--- src/rtl/rom_rd_pkg.sv ---
package rom_rd_pkg;
  localparam int unsigned BASE_W = 32;
  localparam logic [7:0] READ_OP = 8'h03;
  localparam int unsigned HDR_BYTES = 3;

  typedef enum logic [2:0] {
    ST_IDLE,
    ST_ENA,
    ST_SEL,
    ST_XFER,
    ST_DESEL
  } seq_st_t;

  function automatic logic [15:0] eff_addr(input logic [15:0] off,
                                           input logic [BASE_W-1:0] base);
    return off + base[15:0];
  endfunction

  function automatic logic refuse(input logic [BASE_W-1:0] base,
                                  input logic present, input logic absent);
    return (|base[BASE_W-1:16]) || !present || absent;
  endfunction
endpackage

--- src/rtl/rom_rd_timer.sv ---
module rom_rd_timer #(
  parameter int unsigned HALF_W = 8
) (
  input  logic              clk,
  input  logic              rst_n,
  input  logic              load,
  input  logic [HALF_W-1:0] half,
  output logic              zero
);
  logic [HALF_W-1:0] cnt;

  always_ff @(posedge clk or negedge rst_n) begin
    if (!rst_n) cnt <= '0;
    else if (load) cnt <= (half == '0) ? '0 : half - 1'b1;
    else if (cnt != '0) cnt <= cnt - 1'b1;
  end

  assign zero = (cnt == '0);

  AST_TIMER_BOUND: assert property (@(posedge clk) disable iff (!rst_n)
    (half != '0) |-> (cnt < half) || $changed(half)) else $error("timer");
endmodule

--- src/rtl/rom_rd_shift.sv ---
module rom_rd_shift #(
  parameter int unsigned HALF_W = 8
) (
  input  logic              clk,
  input  logic              rst_n,
  input  logic              start,
  input  logic [7:0]        tx,
  input  logic [HALF_W-1:0] half,
  input  logic              miso,
  output logic              sclk,
  output logic              mosi,
  output logic              done,
  output logic [7:0]        rx
);
  logic       active;
  logic [2:0] bitn;
  logic [7:0] sh;
  logic       t_zero;
  logic       phase_end;
  logic       last_fall;
  logic       t_load;

  assign phase_end = active && t_zero;
  assign last_fall = phase_end && sclk && (bitn == 3'd7);
  assign t_load    = start || (phase_end && !last_fall);

  rom_rd_timer #(.HALF_W(HALF_W)) u_timer (
    .clk(clk), .rst_n(rst_n), .load(t_load), .half(half), .zero(t_zero)
  );

  always_ff @(posedge clk or negedge rst_n) begin
    if (!rst_n) begin
      active <= 1'b0;
      sclk   <= 1'b0;
      mosi   <= 1'b0;
      done   <= 1'b0;
      bitn   <= '0;
      sh     <= '0;
    end else begin
      done <= 1'b0;
      if (start) begin
        active <= 1'b1;
        sh     <= tx;
        mosi   <= tx[7];
        sclk   <= 1'b0;
        bitn   <= '0;
      end else if (phase_end) begin
        if (!sclk) begin
          sclk <= 1'b1;
        end else begin
          sh   <= {sh[6:0], miso};
          sclk <= 1'b0;
          if (bitn == 3'd7) begin
            active <= 1'b0;
            done   <= 1'b1;
            mosi   <= 1'b0;
          end else begin
            bitn <= bitn + 1'b1;
            mosi <= sh[6];
          end
        end
      end
    end
  end

  assign rx = sh;

  AST_MOSI_HOLD: assert property (@(posedge clk) disable iff (!rst_n)
    $rose(sclk) |-> $stable(mosi)) else $error("mosi moved at rise");
  AST_SCLK_ONLY_ACTIVE: assert property (@(posedge clk) disable iff (!rst_n)
    sclk |-> active) else $error("stray sclk");
endmodule

--- src/rtl/spi_rom_reader.sv ---
module spi_rom_reader
  import rom_rd_pkg::*;
#(
  parameter int unsigned CNT_W  = 8,
  parameter int unsigned HALF_W = 8
) (
  input  logic              clk,
  input  logic              rst_n,
  input  logic              req_valid,
  input  logic [15:0]       req_offset,
  input  logic [CNT_W-1:0]  req_count,
  input  logic [31:0]       cfg_base,
  input  logic              cfg_present,
  input  logic              cfg_absent,
  input  logic [HALF_W-1:0] cfg_half,
  output logic              busy,
  output logic              rd_valid,
  output logic [7:0]        rd_data,
  output logic              done,
  output logic              error,
  output logic              link_en,
  output logic              cs_n,
  output logic              sclk,
  output logic              mosi,
  input  logic              miso
);
  localparam int unsigned IDX_W = CNT_W + 2;

  seq_st_t          st;
  logic [15:0]      addr;
  logic [IDX_W-1:0] total;
  logic [IDX_W-1:0] idx;
  logic [IDX_W-1:0] nidx;
  logic             sh_start;
  logic             sh_done;
  logic [7:0]       sh_rx;
  logic [7:0]       sh_tx;
  logic             bad_req;
  logic             accept_ev;
  logic             reject_ev;
  logic             last_byte;

  assign bad_req   = refuse(cfg_base, cfg_present, cfg_absent);
  assign accept_ev = (st == ST_IDLE) && req_valid && !bad_req;
  assign reject_ev = (st == ST_IDLE) && req_valid && bad_req;
  assign last_byte = (idx == total - 1'b1);
  assign nidx      = (st == ST_SEL) ? '0 : idx + 1'b1;
  assign sh_start  = (st == ST_SEL) || ((st == ST_XFER) && sh_done && !last_byte);

  always_comb begin
    if (nidx == IDX_W'(0))      sh_tx = READ_OP;
    else if (nidx == IDX_W'(1)) sh_tx = addr[15:8];
    else if (nidx == IDX_W'(2)) sh_tx = addr[7:0];
    else                        sh_tx = 8'h00;
  end

  rom_rd_shift #(.HALF_W(HALF_W)) u_shift (
    .clk(clk), .rst_n(rst_n), .start(sh_start), .tx(sh_tx), .half(cfg_half),
    .miso(miso), .sclk(sclk), .mosi(mosi), .done(sh_done), .rx(sh_rx)
  );

  always_ff @(posedge clk or negedge rst_n) begin
    if (!rst_n) begin
      st       <= ST_IDLE;
      addr     <= '0;
      total    <= '0;
      idx      <= '0;
      busy     <= 1'b0;
      rd_valid <= 1'b0;
      rd_data  <= '0;
      done     <= 1'b0;
      error    <= 1'b0;
      link_en  <= 1'b0;
      cs_n     <= 1'b1;
    end else begin
      rd_valid <= 1'b0;
      done     <= 1'b0;
      error    <= 1'b0;
      case (st)
        ST_IDLE: begin
          if (reject_ev) error <= 1'b1;
          if (accept_ev) begin
            addr    <= eff_addr(req_offset, cfg_base);
            total   <= IDX_W'(req_count) + IDX_W'(HDR_BYTES);
            link_en <= 1'b1;
            busy    <= 1'b1;
            st      <= ST_ENA;
          end
        end
        ST_ENA: begin
          cs_n <= 1'b0;
          st   <= ST_SEL;
        end
        ST_SEL: begin
          idx <= '0;
          st  <= ST_XFER;
        end
        ST_XFER: begin
          if (sh_done) begin
            if (idx >= IDX_W'(HDR_BYTES)) begin
              rd_valid <= 1'b1;
              rd_data  <= sh_rx;
            end
            if (last_byte) begin
              cs_n <= 1'b1;
              st   <= ST_DESEL;
            end else begin
              idx <= idx + 1'b1;
            end
          end
        end
        ST_DESEL: begin
          link_en <= 1'b0;
          busy    <= 1'b0;
          done    <= 1'b1;
          st      <= ST_IDLE;
        end
        default: st <= ST_IDLE;
      endcase
    end
  end

  AST_CS_NEEDS_EN: assert property (@(posedge clk) disable iff (!rst_n)
    !cs_n |-> link_en) else $error("select without enable");
  AST_EN_BEFORE_CS: assert property (@(posedge clk) disable iff (!rst_n)
    $fell(cs_n) |-> $past(link_en)) else $error("select too early");
  AST_CS_BEFORE_DIS: assert property (@(posedge clk) disable iff (!rst_n)
    $fell(link_en) |-> $past(cs_n)) else $error("enable dropped early");
  AST_REFUSE_QUIET: assert property (@(posedge clk) disable iff (!rst_n)
    error |-> (!busy && !link_en && cs_n)) else $error("refused yet active");
  AST_BUSY_SPAN: assert property (@(posedge clk) disable iff (!rst_n)
    (link_en || !cs_n) |-> busy) else $error("busy gap");
  AST_DONE_WITH_FALL: assert property (@(posedge clk) disable iff (!rst_n)
    done |-> $fell(busy)) else $error("done misplaced");
  AST_IGNORE_BUSY: assert property (@(posedge clk) disable iff (!rst_n)
    (busy && !done) |=> !error) else $error("request taken while busy");
  AST_NO_DATA_AFTER_CLOSE: assert property (@(posedge clk) disable iff (!rst_n)
    rd_valid |-> !cs_n || $rose(cs_n)) else $error("data outside access");
endmodule

--- config.mk ---
export PLATFORM = sky130hd
export DESIGN_NAME = spi_rom_reader
export DESIGN_NICKNAME = d
export VERILOG_FILES = /design/src/rtl/rom_rd_pkg.sv /design/src/rtl/rom_rd_timer.sv /design/src/rtl/rom_rd_shift.sv /design/src/rtl/spi_rom_reader.sv
export SDC_FILE = /design/constraint.sdc
export NUM_CORES = 1
export LEC_CHECK = 0
export BUFFER_PORTS_ARGS = -buffer_cell sky130_fd_sc_hd__buf_2
export CAP_MARGIN = 0
export CORE_MARGIN = 1
export CORE_UTILIZATION = 30
export CTS_BUF_LIST = sky130_fd_sc_hd__clkbuf_4 sky130_fd_sc_hd__clkbuf_8 sky130_fd_sc_hd__clkbuf_16
export CTS_CLUSTER_DIAMETER = 150
export DETAILED_ROUTE_END_ITERATION = 7
export HOLD_SLACK_MARGIN = 0.1
export SETUP_SLACK_MARGIN = 0.15
export SLEW_MARGIN = 20
export SYNTH_ARGS = -nofsm -noshare
export SYNTH_HDL_FRONTEND = slang
export SYNTH_SLANG_ARGS = --single-unit
export TNS_END_PERCENT = 30
--- constraint.sdc ---
create_clock -name clk -period 3.59 [get_ports clk]
set_clock_uncertainty 0.05 [all_clocks]
set_input_delay 0.1795 -clock clk [delete_from_list [all_inputs] [get_ports clk]]
set_output_delay 0.1795 -clock clk [all_outputs]
set_load 0.02 [all_outputs]
==> key figures <==
Floorplan
  • IO Count: 86
  • Die extent in y: 129 µm
  • Die width: around 130 µm
  • Initial core utilization: ~31%
  • Std-Cell Rows: 45
  • Core Area: 0.0154 mm²
  • Die ar.: 0.0166 mm²

Route
  • Drt pass-1 iters: 4
  • Via count: 4266
  • Final ANT Viol Nets: 0
  • WL per Instance: 13.5 µm
  • Via density: 5.04
  • DRT iter0 DRCs: between 200 and 250
  • DRC viols: 0
  • WL final: 11400 µm

Global routing
  • Largest net degree at the start of global routing: 75
  • Vias in the first global route: between 4000 and 5000
  • Initial antenna violation count: 0
  • GRT Util Overall: 14.8%
  • Total gr overflow: 0
  • First-pass GRT wire length: around 20000 µm

Pwr
  • Flop pwr share: 40.2%
  • Clk pwr share: 41.4%
  • Tot Pwr: 0.00261 W
  • Power per cell area: 444 mW/mm²
  • Int Pwr: roughly 0.0019 W
  • Leak: 2.78 nW
  • Max IR drop VDD: 0.224 mV
  • Comb power frac: 18.4%
  • Switching power total: 0.000697 W
  • Switching share of power: 26.7%

STA
  • Final setup violation count: 0
  • Final setup margin: 0.451 ns
  • RSZ-0062 raised after global routing: no
  • Final min period: roughly 3.1 ns
  • Final Cycle Share: between 80% and 90%
  • Max Slew Vio Count: 0
  • Setup TNS: 0 ns
  • Worst Tran Pin Value: 0.944 ns
  • Max Freq: 319 MHz
  • Fin. Hold Viols: 0
  • Slew HR: 37.1%

Yosys
  • Syn nets: 635
  • Sequential area share after synthesis: 38.4%
  • Async S/R FF share, synth: 100%
  • Post-synth EDFFs: 0
  • Warnings from Yosys: 0
  • Post-Synthesis Cells: 542
  • Main synth FF type: dfrtp_1
  • Yosys reg bits: 74
  • Netlist Area Pre-Place: slightly below 0.005 mm²
  • Mean Syn Cell Area: 8.90 µm²
  • Number of distinct library cells after synthesis: 70

Flow run
  • Max-cap viol count: 0

CTS
  • CTS resizes: 0
  • Postcts setup bufs: 0
  • H-tree Lvls: 3
  • CTS buffer count: 9
  • CTS tree: done
  • Worst-path clk slew: 0.06 ns
  • Clock tree buffer depth: 2
  • Cts hold-fix bufs: 8
  • CTS Sinks: 74
  • CTS root buf: clkbuf_16
  • Clock latency on the worst-skew pair: 0.34 ns

Layout
  • Commonest non-fill, non-tap cell in the layout: buf_2
  • Number of diodes: 0
  • Layout Nets: 723
  • Most frequent cells in the layout: buf_2, dfrtp_1, nor2_1
  • Fill count: 1594
  • Layout cells sized above 1: 21.1%
  • P&R area growth vs syn: 21.8%
  • Core Util, Final: 38.1%

Place
  • Post-DP HPWL: around 8600 µm
  • Port Buf Inserts: 85
  • Place WS: 0.460 ns
  • RD Place Congestion: 0.892

Min path
  • Hold path startpoint: req_count[7]
  • Worst Hold Class: in -> reg
  • Hold path depth: 3

Setup path
  • RR Endpoint: u_shift.rx[4]$_DFFE_PN0P_
  • Req. time, crit path: 3.77 ns
  • R2R Setup Slk: between 0.4 and 0.5 ns
  • Critical path endpoint: u_shift.rx[4]$_DFFE_PN0P_
  • Setup crit start kind: flop
  • Setup crit start: total[0]$_DFFE_PN0P_
  • CP max FO: 25
  • Reg2reg start: total[0]$_DFFE_PN0P_
  • Crit path DAT: 3.32 ns
  • Crit Path Category: reg -> reg
  • Setup crit end kind: flop
  • Worst r2r path cells: 10

Run status
  • Status: finished, final reports clean
## kinds of logic (layout without fill, tap and decap cells)
family	count (synthesis)	in the layout	synth area share [%]
simple gates	207	207	21.3
compound gates	147	147	20.5
flops	74	74	38.4
buf+inv	43	136	4.33
xor+xnor	37	37	6.72
fa+ha+maj	23	23	6.12
mux	11	11	2.62
## final cells by class
type                            instances  area [µm²]  area share (%)
Clock inverter                          5         108            1.83
Tap cell                              211         264            4.49
Inverter                               20        75.1            1.28
Sequential cell                        74        1850            31.5
Timing Repair Buffer                  100         561            9.54
Clock buffer                           11         253            4.30
Multi-Input combinational cell        425        2760            47.0
## power by group through the flow
stage / combinational [W] / sequential [W] / clock (W)
2_1_floorplan: 0.000348 / 0.00103 / 0
3_3_place_gp: 0.000461 / 0.00106 / 0
3_5_place_dp: 0.000480 / 0.00106 / 0
4_1_cts: 0.000487 / 0.00105 / 0.00111
5_1_grt: 0.000543 / 0.00107 / 0.00115
6_report: 0.000481 / 0.00105 / 0.00108
## synth_stat cells, types with 7 or more instances
library cell	n	share of area, %
and3_1	7	0.91
nor2_1	52	4.0
xor2_1	20	3.6
clkbuf_1	14	1.1
o22ai_1	9	1.2
xnor2_1	17	3.1
mux2_2	9	2.1
ha_1	22	5.7
o21ai_1	9	0.93
nand2_1	50	3.9
nor3_1	25	2.6
inv_1	20	1.6
a21o_1	11	1.7
nand3_1	17	1.8
a21oi_1	13	1.3
o31ai_1	7	1.1
nand2b_1	12	1.6
o21ai_0	40	4.1
dfrtp_1	73	38
a31oi_1	8	1.0
## per-stage QoR
stage	std cells	instance area, µm²	hold slack (ns)
after CTS	846	5880	0.108
after global routing	846	5880	0.120
after floorplan	542	4830	-0.166
final	846	5880	0.111
after detailed placement	822	5440	0.343
after global placement	822	5440	0.329
## how the worst min path moves through the flow
stage,slack (ns),to
after floorplan,-0.17,addr[0]$_DFFE_PN0P_
after global placement,0.33,total[7]$_DFFE_PN0P_
after detailed placement,0.34,idx[7]$_DFFE_PN0P_
after CTS,0.11,total[7]$_DFFE_PN0P_
after global routing,0.12,total[4]$_DFFE_PN0P_
final,0.11,total[7]$_DFFE_PN0P_
## critical path, cell delays in order, from the launching register on
cell and delay (ns):
dfrtp_1 0.43, inv_1 0.08, ha_1 0.18, or4b_1 0.57
mux2_4 0.34, a2111o_1 0.41, and2_4 0.15, nand4_2 0.12
o221a_4 0.40, o22ai_1 0.16, o21a_1 0.13
## per-layer routing
layer | up-vias | global-route usage (%) | wire length, µm
met1 | 2003 | 19.0 | 5430
li1 | 2139 | - | -
met4 | 0 | 3.88 | 131
met5 | - | 0 | 0
met3 | 14 | 3.87 | 591
met2 | 110 | 24.5 | 5260
## registers in the layout, summed over array words and instances, names as in the netlist, 3 cells and up
register and count:
idx 10, rd_data 8, st 3, u_shift.rx 8, u_shift.bitn 3, u_shift.u_timer.cnt 8
addr 16, total 9
No activity file was read; power rests on OpenSTA's default activity.
